===== src/rtl/wreq_splitter_pkg.sv =====
`timescale 1ns/1ps
package wreq_splitter_pkg;
  typedef enum logic [1:0] {
    ST_IDLE  = 2'd0,
    ST_ISSUE = 2'd1,
    ST_WAIT  = 2'd2,
    ST_FIN   = 2'd3
  } seq_state_e;
endpackage


===== src/rtl/wreq_chunk_calc.sv =====
`timescale 1ns/1ps
// Size and engine choice for the chunk starting at the current position.
module wreq_chunk_calc #(
  parameter int OFS_W      = 20,
  parameter int LEN_W      = 16,
  parameter int BUS_LOG2   = 2,
  parameter int INTLV_LOG2 = 0,
  parameter int BL_W       = 4
) (
  input  logic [OFS_W-1:0] ofs_i,
  input  logic [LEN_W-1:0] rem_i,
  input  logic [BL_W-1:0]  buf_log2_i,
  output logic [LEN_W-1:0] size_o,
  output logic             word_path_o
);
  localparam int SZ_W = ((OFS_W > LEN_W) ? OFS_W : LEN_W) + 1;

  logic            head_need;
  logic [SZ_W-1:0] head_sz;
  logic [BL_W:0]   sh;
  logic [SZ_W-1:0] buf_sz, in_buf, span, raw, rem_w;

  generate
    if (BUS_LOG2 > 0) begin : g_head
      logic [BUS_LOG2-1:0] lo, neg;
      assign lo        = ofs_i[BUS_LOG2-1:0];
      assign neg       = ~lo + 1'b1;
      assign head_need = |lo;
      assign head_sz   = SZ_W'(neg);
    end else begin : g_nohead
      assign head_need = 1'b0;
      assign head_sz   = '0;
    end
  endgenerate

  assign sh     = (BL_W+1)'(INTLV_LOG2) + {1'b0, buf_log2_i};
  assign buf_sz = SZ_W'(1) << sh;
  assign in_buf = SZ_W'(ofs_i) & (buf_sz - SZ_W'(1));
  assign span   = buf_sz - in_buf;
  assign raw    = head_need ? head_sz : span;
  assign rem_w  = SZ_W'(rem_i);

  always_comb begin
    if (raw > rem_w) size_o = rem_i;
    else             size_o = raw[LEN_W-1:0];
  end
  assign word_path_o = head_need;
endmodule


===== src/rtl/wreq_pos_track.sv =====
`timescale 1ns/1ps
// Walk position: chip, in-chip offset, bytes left, bytes done.
module wreq_pos_track #(
  parameter int CHIP_W    = 4,
  parameter int OFS_W     = 20,
  parameter int LEN_W     = 16,
  parameter int NUM_CHIPS = 4,
  parameter int BL_W      = 4
) (
  input  logic              clk_i,
  input  logic              rst_ni,
  input  logic              load_i,
  input  logic [CHIP_W-1:0] ld_chip_i,
  input  logic [OFS_W-1:0]  ld_ofs_i,
  input  logic [LEN_W-1:0]  ld_len_i,
  input  logic [BL_W-1:0]   ld_buf_log2_i,
  input  logic              adv_i,
  input  logic [LEN_W-1:0]  size_i,
  output logic [CHIP_W-1:0] chip_o,
  output logic [OFS_W-1:0]  ofs_o,
  output logic [LEN_W-1:0]  rem_o,
  output logic [LEN_W-1:0]  bytes_o,
  output logic [BL_W-1:0]   buf_log2_o,
  output logic              fin_o
);
  localparam int AW = ((OFS_W > LEN_W) ? OFS_W : LEN_W) + 1;
  localparam logic [AW-1:0]     CHIP_BYTES = AW'(1) << OFS_W;
  localparam logic [CHIP_W:0]   CHIP_END   = (CHIP_W+1)'(NUM_CHIPS);

  logic [AW-1:0]    ofs_sum;
  logic             wrap, at_end;
  logic [CHIP_W:0]  chip_inc;
  logic [LEN_W-1:0] rem_next;

  assign ofs_sum  = AW'(ofs_o) + AW'(size_i);
  assign wrap     = (ofs_sum >= CHIP_BYTES);
  assign chip_inc = {1'b0, chip_o} + 1'b1;
  assign at_end   = wrap && (chip_inc == CHIP_END);
  assign rem_next = rem_o - size_i;
  assign fin_o    = (rem_next == '0) || at_end;

  always_ff @(posedge clk_i or negedge rst_ni) begin
    if (!rst_ni) begin
      chip_o     <= '0;
      ofs_o      <= '0;
      rem_o      <= '0;
      bytes_o    <= '0;
      buf_log2_o <= '0;
    end else if (load_i) begin
      chip_o     <= ld_chip_i;
      ofs_o      <= ld_ofs_i;
      rem_o      <= ld_len_i;
      bytes_o    <= '0;
      buf_log2_o <= ld_buf_log2_i;
    end else if (adv_i) begin
      bytes_o <= bytes_o + size_i;
      rem_o   <= rem_next;
      if (wrap) begin
        chip_o <= chip_inc[CHIP_W-1:0];
        ofs_o  <= '0;
      end else begin
        ofs_o  <= ofs_sum[OFS_W-1:0];
      end
    end
  end
endmodule


===== src/rtl/wreq_seq_fsm.sv =====
`timescale 1ns/1ps
module wreq_seq_fsm
  import wreq_splitter_pkg::*;
#(
  parameter int ERR_W = 4
) (
  input  logic             clk_i,
  input  logic             rst_ni,
  input  logic             req_valid_i,
  input  logic             req_empty_i,
  input  logic             sub_ready_i,
  input  logic             sub_done_i,
  input  logic             sub_err_i,
  input  logic [ERR_W-1:0] sub_err_code_i,
  input  logic             fin_i,
  output logic             req_ready_o,
  output logic             load_o,
  output logic             sub_valid_o,
  output logic             adv_o,
  output logic             done_o,
  output logic             err_o,
  output logic [ERR_W-1:0] err_code_o
);
  seq_state_e state_q, state_d;

  always_comb begin
    state_d = state_q;
    load_o  = 1'b0;
    adv_o   = 1'b0;
    unique case (state_q)
      ST_IDLE: if (req_valid_i) begin
        load_o  = 1'b1;
        state_d = req_empty_i ? ST_FIN : ST_ISSUE;
      end
      ST_ISSUE: if (sub_ready_i) state_d = ST_WAIT;
      ST_WAIT: if (sub_done_i) begin
        if (sub_err_i) state_d = ST_FIN;
        else begin
          adv_o   = 1'b1;
          state_d = fin_i ? ST_FIN : ST_ISSUE;
        end
      end
      default: state_d = ST_IDLE;
    endcase
  end

  always_ff @(posedge clk_i or negedge rst_ni) begin
    if (!rst_ni) begin
      state_q    <= ST_IDLE;
      err_o      <= 1'b0;
      err_code_o <= '0;
    end else begin
      state_q <= state_d;
      if (load_o) begin
        err_o      <= 1'b0;
        err_code_o <= '0;
      end else if (state_q == ST_WAIT && sub_done_i && sub_err_i) begin
        err_o      <= 1'b1;
        err_code_o <= sub_err_code_i;
      end
    end
  end

  assign req_ready_o = (state_q == ST_IDLE);
  assign sub_valid_o = (state_q == ST_ISSUE);
  assign done_o      = (state_q == ST_FIN);
endmodule


===== src/rtl/wreq_splitter.sv =====
`timescale 1ns/1ps
module wreq_splitter #(
  parameter int ADDR_W     = 24,
  parameter int CHIP_SHIFT = 20,
  parameter int NUM_CHIPS  = 4,
  parameter int LEN_W      = 16,
  parameter int BUS_LOG2   = 2,
  parameter int INTLV_LOG2 = 0,
  parameter int BL_W       = 4,
  parameter int ERR_W      = 4
) (
  input  logic                         clk_i,
  input  logic                         rst_ni,
  input  logic                         req_valid_i,
  output logic                         req_ready_o,
  input  logic [ADDR_W-1:0]            req_addr_i,
  input  logic [LEN_W-1:0]             req_len_i,
  input  logic [BL_W-1:0]              req_buf_log2_i,
  output logic                         sub_valid_o,
  input  logic                         sub_ready_i,
  output logic [ADDR_W-CHIP_SHIFT-1:0] sub_chip_o,
  output logic [CHIP_SHIFT-1:0]        sub_ofs_o,
  output logic [LEN_W-1:0]             sub_size_o,
  output logic                         sub_word_path_o,
  input  logic                         sub_done_i,
  input  logic                         sub_err_i,
  input  logic [ERR_W-1:0]             sub_err_code_i,
  output logic                         done_o,
  output logic                         err_o,
  output logic [ERR_W-1:0]             err_code_o,
  output logic [LEN_W-1:0]             bytes_o
);
  localparam int CHIP_W = ADDR_W - CHIP_SHIFT;
  localparam int OFS_W  = CHIP_SHIFT;

  logic [CHIP_W-1:0] ld_chip;
  logic [OFS_W-1:0]  ld_ofs;
  logic              req_empty, load, adv, fin;
  logic [LEN_W-1:0]  rem;
  logic [BL_W-1:0]   buf_log2;

  assign ld_chip   = req_addr_i[ADDR_W-1:CHIP_SHIFT];
  assign ld_ofs    = req_addr_i[CHIP_SHIFT-1:0];
  assign req_empty = (req_len_i == '0) || ((CHIP_W+1)'(ld_chip) >= (CHIP_W+1)'(NUM_CHIPS));

  wreq_pos_track #(
    .CHIP_W(CHIP_W), .OFS_W(OFS_W), .LEN_W(LEN_W), .NUM_CHIPS(NUM_CHIPS), .BL_W(BL_W)
  ) pos_i (
    .clk_i, .rst_ni,
    .load_i(load), .ld_chip_i(ld_chip), .ld_ofs_i(ld_ofs), .ld_len_i(req_len_i),
    .ld_buf_log2_i(req_buf_log2_i), .adv_i(adv), .size_i(sub_size_o),
    .chip_o(sub_chip_o), .ofs_o(sub_ofs_o), .rem_o(rem), .bytes_o(bytes_o),
    .buf_log2_o(buf_log2), .fin_o(fin)
  );

  wreq_chunk_calc #(
    .OFS_W(OFS_W), .LEN_W(LEN_W), .BUS_LOG2(BUS_LOG2), .INTLV_LOG2(INTLV_LOG2), .BL_W(BL_W)
  ) calc_i (
    .ofs_i(sub_ofs_o), .rem_i(rem), .buf_log2_i(buf_log2),
    .size_o(sub_size_o), .word_path_o(sub_word_path_o)
  );

  wreq_seq_fsm #(.ERR_W(ERR_W)) fsm_i (
    .clk_i, .rst_ni,
    .req_valid_i, .req_empty_i(req_empty), .sub_ready_i, .sub_done_i, .sub_err_i,
    .sub_err_code_i, .fin_i(fin),
    .req_ready_o, .load_o(load), .sub_valid_o, .adv_o(adv),
    .done_o, .err_o, .err_code_o
  );
endmodule


===== config.mk =====
export PLATFORM = sky130hd
export DESIGN_NAME = wreq_splitter
export DESIGN_NICKNAME = d
export VERILOG_FILES = /design/src/rtl/wreq_splitter_pkg.sv /design/src/rtl/wreq_chunk_calc.sv /design/src/rtl/wreq_pos_track.sv /design/src/rtl/wreq_seq_fsm.sv /design/src/rtl/wreq_splitter.sv
export SDC_FILE = /design/constraint.sdc
export NUM_CORES = 1
export LEC_CHECK = 0
export ABC_CLOCK_PERIOD_IN_PS = 12200
export BUFFER_PORTS_ARGS = -buffer_cell sky130_fd_sc_hd__buf_4
export CAP_MARGIN = 20
export CORE_ASPECT_RATIO = 0.7
export CORE_MARGIN = 1.5
export CORE_UTILIZATION = 50
export CTS_CLUSTER_SIZE = 24
export DETAILED_ROUTE_END_ITERATION = 6
export MAX_ROUTING_LAYER = met4
export PLACE_DENSITY = 0.79
export SLEW_MARGIN = 20
export SYNTH_ARGS = -nofsm -noshare
export SYNTH_HDL_FRONTEND = slang
export SYNTH_SLANG_ARGS = --single-unit

===== constraint.sdc =====
create_clock -name clk_i -period 12.2 [get_ports clk_i]
set_clock_uncertainty 0.05 [all_clocks]
set_input_delay 1.83 -clock clk_i [delete_from_list [all_inputs] [get_ports clk_i]]
set_output_delay 1.83 -clock clk_i [all_outputs]
set_load 0.05 [all_outputs]

==> Yosys cells after proc, flatten, opt, wreduce, memory -nomap -nowiden <==
Index checks and enable logic that the tools add are counted.
{ "word_totals": {"elab_cells": 70, "output_inout_bits": 65, "ff_bits": 67, "input_bits": 54} }
{ "op_classes": {"reduce_logical": 14, "n_lt_le_gt_ge": 3, "n_bitwise": 2, "n_eq_ne": 7, "n_addsub": 7, "mux": 28, "n_shift": 1} }
{ "ops": {"columns": ["op", "count"], "rows": [
  ["16-bit 2-to-1 mux", 5],
  ["20-bit 2-to-1 mux", 3],
  ["16-bit logical NOT", 2],
  ["20-bit by 16-bit adder with 21-bit output", 1],
  ["20-bit by 21-bit bitwise AND with 21-bit output", 1],
  ["21-bit greater-or-equal comparator (second input constant)", 1],
  ["21-bit by 16-bit greater-than comparator with 1-bit output", 1],
  ["21-bit 2-to-1 mux", 1],
  ["1-bit by 4-bit left shift with 21-bit output (first input constant)", 1],
  ["21-bit by 1-bit subtractor with 21-bit output (second input constant)", 1],
  ["21-bit subtractor", 1],
  ["4-bit 2-to-1 mux", 5],
  ["16-bit adder", 1],
  ["16-bit subtractor", 1],
  ["2-bit 2-to-1 mux", 6],
  ["1-bit 2-to-1 mux", 7],
  ["2-bit case mux with 3 select lines", 1],
  ["2-bit nonzero test", 3],
  ["4-bit by 1-bit adder with 5-bit output (second input constant)", 1],
  ["5-bit by 3-bit == test with 1-bit output (second input constant)", 1],
  ["2-bit == test (second input constant)", 2],
  ["4-bit by 3-bit greater-or-equal comparator with 1-bit output (second input constant)", 1],
  ["2-bit != test (second input constant)", 2],
  ["1-bit logical AND", 3],
  ["other kinds (9)", 10]
]} }

==> Logic depth before layout (Yosys ltp) <==
Gate-level depths: netlist of run 1.
{ "depth": {"ltp_word": 15, "ltp_mapped": 43, "ltp_nobuf": 38} }

==> Modules after synthesis <==
Synthesis of run 1 repeated with hierarchy kept, for this count alone.
{ "hier_totals": {"cells_unflattened": 888, "hier_area_um2": 7262.0} }
{ "by_module_without_submodules": {"columns": ["mod", "cells_each", "seq_area_each_um2", "instances", "area_each_um2"], "rows": [
  ["wreq_pos_track", 585, 1501.4, 1, 4954.8],
  ["wreq_chunk_calc", 266, 0.0, 1, 1888.1],
  ["wreq_seq_fsm", 31, 175.2, 1, 359.1],
  ["wreq_splitter", 6, 0.0, 1, 60.1]
]} }

==> Worst setup path after synthesis of run 1 <==
Ideal clock, no wire load.
{ "synth_path": {"kind": "register to register", "from": "reg pos_i.buf_log2_o[3]", "to": "reg pos_i.chip_o[2]", "path_slack_ns": 3.395, "setup_ns": 0.100, "required_time_ns": 12.050, "n_path_buf": 5, "path_stages_with_launch": 41, "synth_period_minus_slack_ns": 8.805, "arrival_ns": 8.655, "cell_sequence": "dfrtp_1 -> buf_6 -> buf_2 -> clkbuf_1 -> nor2_1 -> nand2_1 -> ha_1 -> buf_2 -> nor3_1 -> a21oi_1 -> o21ai_0 -> nand2_1 -> ha_1 -> a22o_1 -> a21o_1 -> or3_1 -> a31oi_1 -> a211o_1 -> [... 5 more ...] -> o21ai_0 -> a21oi_1 -> o221ai_1 -> o221ai_1 -> buf_2 -> o21ai_0 -> ha_1 -> inv_1 -> fa_1 -> nand3b_1 -> a21oi_1 -> o221ai_1 -> a21oi_1 -> a211o_1 -> o31ai_1 -> nor3_1 -> a211oi_1 -> a311oi_1"} }
{ "synth_via": {"elab_chain_len": 11} }
{ "synth_lines": {"columns": ["element", "line", "rtl"], "rows": [
  ["from (decl)", "wreq_pos_track.sv:23", "output logic [BL_W-1:0] buf_log2_o,"],
  ["from (signal assigned)", "wreq_pos_track.sv:54", "buf_log2_o <= ld_buf_log2_i;"],
  ["1-bit by 4-bit left shift with 21-bit output *", "wreq_chunk_calc.sv:37", "assign buf_sz = SZ_W'(1) << sh;"],
  ["21-bit by 1-bit subtractor with 21-bit output", "wreq_chunk_calc.sv:38", "assign in_buf = SZ_W'(ofs_i) & (buf_sz - SZ_W'(1));"],
  ["20-bit by 21-bit bitwise AND with 21-bit output", "wreq_chunk_calc.sv:38", null],
  ["21-bit subtractor *", "wreq_chunk_calc.sv:39", "assign span = buf_sz - in_buf;"],
  ["21-bit 2-to-1 mux *", "wreq_chunk_calc.sv:40", "assign raw = head_need ? head_sz : span;"],
  ["21-bit by 16-bit greater-than comparator with 1-bit output", "wreq_chunk_calc.sv:44", "if (raw > rem_w) size_o = rem_i;"],
  ["16-bit 2-to-1 mux *", "wreq_chunk_calc.sv:44", null],
  ["named net sub_size_o[0]", "wreq_splitter.sv:23", "output logic [LEN_W-1:0] sub_size_o,"],
  ["20-bit by 16-bit adder with 21-bit output *", "wreq_pos_track.sv:35", "assign ofs_sum = AW'(ofs_o) + AW'(size_i);"],
  ["21-bit greater-or-equal comparator *", "wreq_pos_track.sv:36", "assign wrap = (ofs_sum >= CHIP_BYTES);"],
  ["2-bit nonzero test (no source line) *", null, null],
  ["2-bit AND reduction (no source line) *", null, null],
  ["to (signal assigned)", "wreq_pos_track.sv:50", "chip_o <= ld_chip_i;"],
  ["to (signal assigned)", "wreq_pos_track.sv:59", "chip_o <= chip_inc[CHIP_W-1:0];"],
  ["to (decl)", "wreq_pos_track.sv:19", "output logic [CHIP_W-1:0] chip_o,"]
]} }
The timed path passes the listed nets; every way through them passes the cells marked *.
A chain may end at the register's enable or synchronous reset.

==> Final worst setup path of run 1 <==
{ "layout_path": {"from": "reg pos_i.buf_log2_o[0]", "to": "reg pos_i.chip_o[1]"} }
{ "layout_via": {"elab_chain_len": 11} }
{ "layout_lines": {"columns": ["element", "line"], "rows": [
  ["1-bit by 4-bit left shift with 21-bit output *", "wreq_chunk_calc.sv:37"],
  ["21-bit by 1-bit subtractor with 21-bit output", "wreq_chunk_calc.sv:38"],
  ["20-bit by 21-bit bitwise AND with 21-bit output", "wreq_chunk_calc.sv:38"],
  ["21-bit subtractor *", "wreq_chunk_calc.sv:39"],
  ["21-bit 2-to-1 mux *", "wreq_chunk_calc.sv:40"],
  ["21-bit by 16-bit greater-than comparator with 1-bit output", "wreq_chunk_calc.sv:44"],
  ["16-bit 2-to-1 mux *", "wreq_chunk_calc.sv:44"],
  ["20-bit by 16-bit adder with 21-bit output *", "wreq_pos_track.sv:35"],
  ["21-bit greater-or-equal comparator *", "wreq_pos_track.sv:36"],
  ["2-bit nonzero test (no source line) *", null],
  ["2-bit AND reduction (no source line) *", null]
]} }
Every way passes the cells marked *; elsewhere a longest branch is shown, timed or not.

==> run_results.csv, run 1 <==
group,metric,value,unit
outcome,run_status,"complete, no violations",
global_routing,grt.overflow.total,0,
worst_setup_path,arrival,9.49,ns
worst_setup_path,cp_max_stage_cell,"sky130_fd_sc_hd__dfrtp_1",
timing,setup_repair_after_global_routing_missed_its_margin,"false",
drt,detail_route_antenna_nets,0,
drt,drt_iter0_drc,861,
logic_synthesis,syn-num-nets,984,
clock_tree,clk_pin_slew_worst_paths,0.06,ns
logic_synthesis,post_synth_inst_count,855,
logic_synthesis,post_synth_instance_area,6862,µm²
cells_and_area,final_layout_size_suffix_gt1_frac,0.1842,
floorplanning,die_h,101.0,µm
placement,io_buffer_count,118,
logic_synthesis,netlist-cell-type-count,75,
clock_tree,tritoncts_clock_tree,"yes",
cells_and_area,layout.filler_cells,1170,
worst_setup_path,worst-setup-path-type,"flop to flop",
cells_and_area,antenna_diodes,0,
drt,postRouteWirelength,20630,µm
logic_synthesis,synth_area_leader_cell,"sky130_fd_sc_hd__dfrtp_1",
logic_synthesis,synth.area.top_cells,"sky130_fd_sc_hd__dfrtp_1, sky130_fd_sc_hd__ha_1, sky130_fd_sc_hd__o21ai_0",
cells_and_area,syn2layout_area_growth,19.33,%
floorplanning,floorplan.initialDensity,0.5171,
drt,via_per_inst,6.059,
timing,finalSetupTns,0,ns
worst_hold_path,holdCritPathClass,"flop to flop",
worst_setup_path,critPathMaxFanout,23,
floorplanning,die_x,143.0,µm
cells_and_area,layout.core_utilization,0.6171,
timing,tightestPinTransition,1.119,ns
timing,hold_viol,0,
global_routing,grt_usage,0.2998,
floorplanning,core,13270,µm²
global_routing,grt_start_max_net_pins,68,
clock_tree,postCtsHoldBufs,0,
placement,place_hpwl,15760,µm
logic_synthesis,post-synth-top-count-cell,"sky130_fd_sc_hd__nand2_1",
worst_setup_path,kind_of_end_point_of_the_critical_path,"flop",
timing,period_minus_slack,9.343,ns
logic_synthesis,synth_largest_type_area_fraction,0.2443,
logic_synthesis,part_of_the_yosys_area_used_for_sequential_elements,0.2443,
global_routing,number_of_global_route_vias_before_repair,6333,
clock_tree,numCtsBuffers,9,
global_routing,initial_antenna_violation_count,0,
worst_setup_path,worstSetupStartpointType,"flop",
worst_setup_path,cpMostUsedCell,"sky130_fd_sc_hd__a21oi_1",
logic_synthesis,ys_seq_elements,67,
clock_tree,cts-resized-gates,0,
floorplanning,std_cell_rows,35,
worst_setup_path,critical-path-max-stage-delay,0.78,ns
timing,setup_violations_final,0,
drt,post_detailed_route_wirelength_per_cell,18.00,µm
floorplanning,ios,119,
cells_and_area,nets,1085,
floorplanning,total_die_area,14450,µm²
clock_tree,h_tree_level_count,3,
clock_tree,clock_latency,0.34,ns
clock_tree,cts_post_setup_buffers_inserted,0,
timing,relSlewSlack,0.2474,
clock_tree,cts.path.max_buffers,2,
worst_setup_path,timing.critical_path.required,12.35,ns
logic_synthesis,ys_async_sr_fraction,1.000,
clock_tree,clock_sinks,67,
logic_synthesis,ys_warn_count,0,
timing,max_freq,107.0,MHz
logic_synthesis,number_of_synthesized_flops_with_an_enable_pin,0,
drt,dr.pass1.iters,5,
logic_synthesis,ys_top_cells_by_count,"sky130_fd_sc_hd__nand2_1, sky130_fd_sc_hd__o21ai_0, sky130_fd_sc_hd__ha_1, sky130_fd_sc_hd__dfrtp_1, sky130_fd_sc_hd__nor2_1",
drt,drt_drc_violations_left,0,
flow_run,max-cap-violations,0,
logic_synthesis,synthesis.area_per_instance,8.025,µm²
drt,num_vias,6944,
placement,place_congestion,0.9525,
logic_synthesis,synth_ff_type,"sky130_fd_sc_hd__dfrtp_1",
global_routing,grt_first_pass_wirelength,32800,µm
timing,final_period_utilization,0.7658,
clock_tree,root_buffer,"sky130_fd_sc_hd__clkbuf_16",
timing,drv_slew,0,
[routing by layer]
layer / wire, µm / global-route usage / up-vias
met1: 9741 / 0.4291 / 3211
met2: 8442 / 0.4262 / 365
met3: 2191 / 0.06936 / 30
met4: 257 / 0.06661 / 0
li1: - / - / 3338
met5: 0 / - / -
[cells by family after synthesis]
logic type / Yosys count / share of synthesized area
AOI/OAI and AO/OA: 264 / 0.2575
muxes: 20 / 0.03355
DFF: 67 / 0.2443
and+or+nand+nor: 292 / 0.2088
xor gates and xnor gates: 49 / 0.06255
buffers and inverters: 88 / 0.05325
adders and majority gates: 75 / 0.1400
[area by class of cell]
type	count	area (µm²)	share of cell area
clock inverter	6	65.06	0.007946
sequential	67	1677	0.2048
tap	185	231.5	0.02827
inverter	53	198.9	0.02430
clock buffer	10	229.0	0.02796
multi-input combinational	700	4848	0.5921
timing repair buffer	125	938.4	0.1146
[per-stage QoR]
stage | setup slack, ns | area [µm²] | hold WS [ns] | cells
global placement | 3.248 | 7879 | 0.4319 | 1130
detailed placement | 2.857 | 7879 | 0.4173 | 1130
finish | 2.857 | 8188 | 0.4357 | 1146
CTS | 2.769 | 8173 | 0.4352 | 1146
floorplan | 3.395 | 6862 | 0.4571 | 855
global route | 2.160 | 8188 | 0.4503 | 1146
[state kept, by name, indices dropped and copies added, names as in the netlist]
| name | flops |
|---|---|
| pos_i.rem_o | 16 |
| fsm_i.err_o | 1 |
| pos_i.buf_log2_o | 4 |
| pos_i.ofs_o | 20 |
| pos_i.chip_o | 4 |
| pos_i.bytes_o | 16 |
| fsm_i.err_code_o | 4 |
| fsm_i.state_q | 2 |
[layout by cell type (no fill, tap or decap), types with 14 or more instances in the layout]
| cell type | instances |
|---|---|
| sky130_fd_sc_hd__a21o_1 | 17 |
| sky130_fd_sc_hd__a21oi_1 | 44 |
| sky130_fd_sc_hd__a22oi_1 | 28 |
| sky130_fd_sc_hd__buf_4 | 125 |
| sky130_fd_sc_hd__dfrtp_1 | 67 |
| sky130_fd_sc_hd__ha_1 | 72 |
| sky130_fd_sc_hd__inv_1 | 52 |
| sky130_fd_sc_hd__mux2_2 | 14 |
| sky130_fd_sc_hd__nand2_1 | 93 |
| sky130_fd_sc_hd__nand2b_1 | 16 |
| sky130_fd_sc_hd__nand3_1 | 29 |
| sky130_fd_sc_hd__nor2_1 | 61 |
| sky130_fd_sc_hd__nor3_1 | 20 |
| sky130_fd_sc_hd__o21a_1 | 17 |
| sky130_fd_sc_hd__o21ai_0 | 75 |
| sky130_fd_sc_hd__xnor2_1 | 30 |
| sky130_fd_sc_hd__xor2_1 | 19 |
[path summary, 6_finish.rpt]
check	start	endpoint	slack (ns)	depth (start not counted)
min	pos_i.bytes_o[15]	pos_i.bytes_o[15]	0.44	1
min reg2reg	pos_i.bytes_o[15]	pos_i.bytes_o[15]	0.44	1
max in group asynchronous	rst_ni	pos_i.rem_o[1]	9.93	1
max reg2reg	pos_i.buf_log2_o[0]	pos_i.chip_o[1]	2.86	35
max	pos_i.buf_log2_o[0]	pos_i.chip_o[1]	2.86	35
min in group asynchronous	rst_ni	pos_i.ofs_o[13]	1.55	1
[critical path: cells and delay by family, from the launching register on]
| family | cells | cell delay [ns] |
|---|---|---|
| DFF | 1 | 0.78 |
| adders and majority gates | 5 | 1.61 |
| and+or+nand+nor | 8 | 2.12 |
| buffers and inverters | 2 | 0.14 |
| muxes | 1 | 0.27 |
| AOI/OAI and AO/OA | 19 | 4.22 |
Power of run 1 is left out: the tool's default activity adds up to more than one toggle a clock period on the data nets, which glitch-free logic cannot reach.
==> run 2: changes to the inputs <==
--- a/config.mk
+++ b/config.mk
@@ -5,7 +5,7 @@
 export SDC_FILE = /design/constraint.sdc
 export NUM_CORES = 1
 export LEC_CHECK = 0
-export ABC_CLOCK_PERIOD_IN_PS = 12200
+export ABC_CLOCK_PERIOD_IN_PS = 8600
 export BUFFER_PORTS_ARGS = -buffer_cell sky130_fd_sc_hd__buf_4
 export CAP_MARGIN = 20
 export CORE_ASPECT_RATIO = 0.7
==> constraint.sdc (replaced) <==
create_clock -name clk_i -period 8.6 [get_ports clk_i]
set_clock_uncertainty 0.05 [all_clocks]
set_input_delay 1.29 -clock clk_i [delete_from_list [all_inputs] [get_ports clk_i]]
set_output_delay 1.29 -clock clk_i [all_outputs]
set_load 0.05 [all_outputs]
==> run 2 against run 1 <==
  * Clock-buffer cell count is 1 lower
  * Non-clock buffer count is 6 higher
  * Register-to-register slack worse by 2.4 ns
  * Critical path type unchanged
  * Critical path depth is 3 lower
  * Worst setup slack worse by 2.4 ns
  * First-iteration DRC count is 27% lower
  * Final area is 0.75% higher
  * Hold slack better by 0.052 ns
  * Cell count is 0.44% higher
  * Utilization is 0.46 points higher
  * Largest cell class unchanged
  * Die area stayed put
==> run_results.csv, run 2 (same netlist as run 1, synthesis figures left out) <==
group,metric,value,unit
floorplanning,total_die_area,14450,µm²
drt,dr.pass1.iters,5,
drt,postRouteWirelength,21120,µm
worst_setup_path,worstSetupStartpointType,"flop",
worst_setup_path,regToRegSetupSlack,0.44,ns
cells_and_area,layout.core_utilization,0.6217,
timing,hold_viol,0,
worst_setup_path,critical-path-max-stage-delay,0.55,ns
timing,final_period_utilization,0.9488,
drt,met2_wirelength,8705,µm
clock_tree,clk_pin_slew_worst_paths,0.06,ns
global_routing,grt_first_pass_wirelength,33580,µm
worst_setup_path,cp_max_stage_cell,"sky130_fd_sc_hd__a311oi_1",
floorplanning,std_cell_rows,35,
cells_and_area,mostFrequentLayoutCell,"sky130_fd_sc_hd__buf_4",
worst_hold_path,min_path_cells,2,
worst_setup_path,regToRegEndpoint,"fsm_i.state_q[1]",
drt,met3_wirelength,2218,µm
cells_and_area,syn2layout_area_growth,20.22,%
floorplanning,ios,119,
cells_and_area,layout.filler_cells,1183,
global_routing,grt_start_max_net_pins,68,
drt,post_detailed_route_wirelength_per_cell,18.35,µm
global_routing,grt_usage,0.3079,
cells_and_area,nets,1091,
floorplanning,die_h,101.0,µm
timing,max_freq,122.6,MHz
drt,drt_iter0_drc,628,
clock_tree,clock_sinks,67,
worst_setup_path,critPathMaxFanout,10,
worst_hold_path,hold_path_end,"pos_i.bytes_o[12]",
cells_and_area,fin_area,8249,µm²
cells_and_area,layout_common_cells,"sky130_fd_sc_hd__buf_4, sky130_fd_sc_hd__nand2_1, sky130_fd_sc_hd__o21ai_0",
worst_setup_path,rr_worst_depth,32,
drt,via_per_inst,6.026,
worst_setup_path,kind_of_end_point_of_the_critical_path,"flop",
clock_tree,cts.path.max_buffers,2,
clock_tree,tritoncts_clock_tree,"yes",
drt,detail_route_antenna_nets,0,
timing,tightestPinTransition,0.9067,ns
worst_setup_path,arrival,8.36,ns
worst_setup_path,timing.critical_path.required,8.80,ns
outcome,run_status,"complete, no violations",
cells_and_area,max_ffs_per_register,20,
floorplanning,floorplan.initialDensity,0.5171,
worst_setup_path,worst_flop_to_flop_path_startpoint,"pos_i.buf_log2_o[3]",
timing,relSlewSlack,0.3955,
timing,finalHoldWorstSlack,0.4873,ns
placement,place_hpwl,15890,µm
clock_tree,root_buffer,"sky130_fd_sc_hd__clkbuf_16",
worst_setup_path,cpMostUsedCell,"sky130_fd_sc_hd__ha_1",
timing,post-route-worst-setup-slack,0.4403,ns
placement,dpl-instance-area,7924,µm²
global_routing,grt.overflow.total,0,
drt,dr_top_layer,"met4",
worst_hold_path,holdCritStartpoint,"pos_i.bytes_o[12]",
placement,placement.setup.worst_slack,0.3880,ns
clock_tree,clock_latency,0.34,ns
global_routing,initial_antenna_violation_count,0,
drt,num_vias,6936,
clock_tree,numCtsBuffers,9,
worst_setup_path,worst-setup-path-type,"flop to flop",
clock_tree,h_tree_level_count,3,
flow_run,max-cap-violations,0,
cells_and_area,regMostFlops,"pos_i.ofs_o",
timing,setup_violations_final,0,
floorplanning,core,13270,µm²
cells_and_area,antenna_diodes,0,
placement,place_congestion,0.9702,
cells_and_area,reg_top3,"pos_i.ofs_o (20), pos_i.bytes_o (16), pos_i.rem_o (16)",
drt,drt_drc_violations_left,0,
global_routing,number_of_global_route_vias_before_repair,6488,
placement,io_buffer_count,118,
drt,route.layer.met1.wl,9801,µm
floorplanning,die_x,143.0,µm
timing,period_minus_slack,8.160,ns
worst_hold_path,holdCritPathClass,"flop to flop",
cells_and_area,final_layout_size_suffix_gt1_frac,0.1946,
timing,drv_slew,0,
## run 2: cell types whose count changed in the layout (fill, tap and decap cells not counted), sizes merged
cell,change
clkbuf,-1
clkinv,-2
clkinvlp,+2
buf,+6
## run 2: stage by stage
| stage | TNS, ns | std cells |
|---|---|---|
| 2_1_floorplan | 0 | 855 |
| 3_3_place_gp | 0 | 1136 |
| 3_5_place_dp | 0 | 1136 |
| 4_1_cts | 0 | 1151 |
| 5_1_grt | -0.0003002 | 1151 |
| 6_report | 0 | 1151 |
## run 2: area by class of cell
type	instances	area, µm²	share of cell area
timing repair buffer	131	987.2	0.1197
clock inverter	6	66.31	0.008039
multi-input combinational	700	4863	0.5896
clock buffer	9	225.2	0.02730
tap	185	231.5	0.02806
sequential	67	1677	0.2032
inverter	53	198.9	0.02412
## run 2: worst max-delay path: cells and delay by family (launching register included)
kind	cells	cell delay [ns]
adder cells (fa/ha/maj)	5	1.59
flip-flops	1	0.44
AO/OA/AOI/OAI	15	3.61
XOR/XNOR	1	0.24
AND/OR/NAND/NOR	8	1.80
buffers and inverters	3	0.29
## run 2: worst max path at each step
stage                         from          endpoint  slack [ns]  cells past startpoint
6_report       pos_i.buf_log2_o[3]  fsm_i.state_q[1]        0.44                     32
4_1_cts        pos_i.buf_log2_o[3]   pos_i.ofs_o[19]        0.32                     36
2_1_floorplan  pos_i.buf_log2_o[3]   pos_i.chip_o[2]        0.29                     40
3_5_place_dp   pos_i.buf_log2_o[3]   pos_i.ofs_o[19]        0.39                     36
3_3_place_gp   pos_i.buf_log2_o[3]   pos_i.ofs_o[19]        0.64                     36
5_1_grt        pos_i.buf_log2_o[3]   pos_i.ofs_o[19]     -0.0003                     36
## run 2: what timing repair did
action                                  4_1_cts  5_1_grt
endpoints found under the setup margin        0       16
buffers inserted                              0        0
hold buffers                                  0        0
resized for setup                             0        7
## run 2: layer usage
layer	vias up	global-route usage
met5	-	-
met4	0	0.07772
met3	41	0.06508
met2	351	0.4426
met1	3201	0.4377
li1	3343	-
Power of run 2 is left out for the same reason.
==> run 3: changes to the inputs <==
--- a/config.mk
+++ b/config.mk
@@ -6,15 +6,17 @@
 export NUM_CORES = 1
 export LEC_CHECK = 0
 export ABC_CLOCK_PERIOD_IN_PS = 8600
-export BUFFER_PORTS_ARGS = -buffer_cell sky130_fd_sc_hd__buf_4
+export BUFFER_PORTS_ARGS = -buffer_cell sky130_fd_sc_hd__buf_2
 export CAP_MARGIN = 20
+export CELL_PAD_IN_SITES_DETAIL_PLACEMENT = 0
+export CELL_PAD_IN_SITES_GLOBAL_PLACEMENT = 1
 export CORE_ASPECT_RATIO = 0.7
 export CORE_MARGIN = 1.5
-export CORE_UTILIZATION = 50
+export CORE_UTILIZATION = 43
 export CTS_CLUSTER_SIZE = 24
 export DETAILED_ROUTE_END_ITERATION = 6
 export MAX_ROUTING_LAYER = met4
-export PLACE_DENSITY = 0.79
+export PLACE_DENSITY = 0.89
 export SLEW_MARGIN = 20
 export SYNTH_ARGS = -nofsm -noshare
 export SYNTH_HDL_FRONTEND = slang
==> run 3 against run 2 <==
  * First-iteration DRC count shrank 13%
  * Hold slack worse by 0.024 ns
  * Sequential share of layout area rose by 0.48 points
  * Global-route usage fell by 4.4 points
  * Non-clock buffer count did not move
  * Critical endpoint unchanged
==> run_results.csv, run 3 (same netlist as run 1, synthesis figures left out) <==
group,metric,value,unit
outcome,run_status,"complete, no violations",
worst_setup_path,worst-setup-path-type,"flop to flop",
worst_setup_path,critical-path-max-stage-delay,0.44,ns
timing,setup_repair_after_global_routing_missed_its_margin,"true",
timing,relSlewSlack,0.2636,
cells_and_area,area_occupied_by_multi_input_gates,4896,µm²
worst_setup_path,kind_of_end_point_of_the_critical_path,"flop",
global_routing,initial_antenna_violation_count,0,
cells_and_area,mostFrequentLayoutCell,"sky130_fd_sc_hd__buf_2",
worst_setup_path,cp_max_stage_cell,"sky130_fd_sc_hd__dfrtp_1",
floorplanning,total_die_area,16740,µm²
drt,dr.pass1.iters,7,
placement,place_hpwl,16390,µm
floorplanning,ios,119,
worst_hold_path,holdCritPathClass,"flop to flop",
global_routing,grt_usage,0.2638,
drt,post_detailed_route_wirelength_per_cell,18.12,µm
clock_tree,clock_latency,0.34,ns
placement,dp.cells,1150,
global_routing,number_of_global_route_vias_before_repair,6187,
worst_setup_path,timing.critical_path.required,8.75,ns
floorplanning,std_cell_rows,38,
drt,detail_route_antenna_nets,0,
global_routing,grt_start_max_net_pins,68,
timing,tightestPinTransition,1.099,ns
cells_and_area,max_ffs_per_register,20,
cells_and_area,final_layout_size_suffix_gt1_frac,0.1975,
placement,place_congestion,0.9966,
floorplanning,die_x,154.0,µm
clock_tree,clk_pin_slew_worst_paths,0.06,ns
cells_and_area,syn2layout_area_growth,17.47,%
placement,io_buffer_count,118,
global_routing,grt_first_pass_wirelength,33380,µm
timing,setup_violations_final,0,
global_routing,grt.overflow.total,0,
worst_setup_path,arrival,8.21,ns
clock_tree,clock_sinks,67,
cells_and_area,layout.filler_cells,1513,
timing,final_period_utilization,0.9381,
drt,via_per_inst,5.798,
timing,hold_viol,0,
drt,drt_drc_violations_left,0,
clock_tree,numCtsBuffers,9,
cells_and_area,ff_latch_area,1677,µm²
cells_and_area,layout_common_cells,"sky130_fd_sc_hd__buf_2, sky130_fd_sc_hd__nand2_1, sky130_fd_sc_hd__o21ai_0",
worst_setup_path,critPathMaxFanout,13,
cells_and_area,regMostFlops,"pos_i.ofs_o",
cells_and_area,final-instance-count-excl-fill,1167,
floorplanning,die_h,108.7,µm
timing,period_minus_slack,8.068,ns
timing,max_freq,123.9,MHz
drt,postRouteWirelength,21150,µm
cells_and_area,antenna_diodes,0,
floorplanning,core,15550,µm²
worst_setup_path,worstSetupStartpointType,"flop",
clock_tree,cts.path.max_buffers,2,
cells_and_area,reg_top3,"pos_i.ofs_o (20), pos_i.bytes_o (16), pos_i.rem_o (16)",
clock_tree,root_buffer,"sky130_fd_sc_hd__clkbuf_16",
cells_and_area,nets,1091,
clock_tree,h_tree_level_count,3,
drt,drt_iter0_drc,547,
clock_tree,tritoncts_clock_tree,"yes",
timing,drv_slew,0,
floorplanning,floorplan.initialDensity,0.4413,
flow_run,max-cap-violations,0,
drt,num_vias,6766,
[run 3: cell types whose count changed in the layout (fill, tap and decap cells not counted), sizes merged]
cell / delta
bufinv: +2
clkinvlp: -2
clkbuf: +1
[run 3: worst max-delay path: cells and delay by family, from the launching register on]
family | cells | cell delay (ns)
buf+inv | 2 | 0.36
flops | 1 | 0.44
simple gates | 9 | 1.68
compound gates | 18 | 3.71
fa+ha+maj | 4 | 1.25
mux | 1 | 0.42
[run 3: per-layer routing]
metal / track usage / up-vias / wire (µm)
met5: - / - / 0
met4: 0.04646 / 0 / 159
met2: 0.3710 / 254 / 8538
met3: 0.05246 / 15 / 1758
met1: 0.3911 / 3161 / 10690
li1: - / 3336 / -
[run 3: layout make-up]
type | count | share of cell area
flip-flops and latches | 67 | 0.2080
inverters | 53 | 0.02468
multi-input cells | 700 | 0.6074
repair buffers | 131 | 0.08538
well taps | 200 | 0.03105
clock buffers | 10 | 0.02965
clock inverters | 6 | 0.01382
[run 3: through the flow]
| stage | setup TNS [ns] | cell area [µm²] | util | setup slack, ns | hold slack [ns] |
|---|---|---|---|---|---|
| after floorplan | 0 | 6862 | - | 0.2910 | 0.4571 |
| after global placement | 0 | 7645 | 0.4917 | 0.3070 | 0.4424 |
| after detailed placement | 0 | 7645 | 0.4917 | 0.06189 | 0.4435 |
| after CTS | 0 | 8000 | 0.5146 | 0.2895 | 0.4592 |
| after global routing | -0.01579 | 8060 | 0.5184 | -0.008908 | 0.4967 |
| final | 0 | 8060 | 0.5184 | 0.5321 | 0.4628 |
[run 3: final timing paths]
check / from / endpoint / slack, ns / depth (start not counted)
worst max-delay path: pos_i.buf_log2_o[3] / fsm_i.state_q[1] / 0.53 / 34
worst min register to register: fsm_i.err_o / fsm_i.err_o / 0.46 / 2
worst min-delay path: fsm_i.err_o / fsm_i.err_o / 0.46 / 2
min in group asynchronous: rst_ni / pos_i.chip_o[0] / 1.10 / 2
max in group asynchronous: rst_ni / pos_i.bytes_o[11] / 6.78 / 2
worst max register to register: pos_i.buf_log2_o[3] / fsm_i.state_q[1] / 0.53 / 34
[run 3: repair_timing]
action	4_1_cts	5_1_grt
gates resized for setup	1	10
buffers inserted	0	1
pin swaps	0	1
endpoints found under the setup margin	1	27
hold buffers	0	0
Power of run 3 is left out for the same reason.
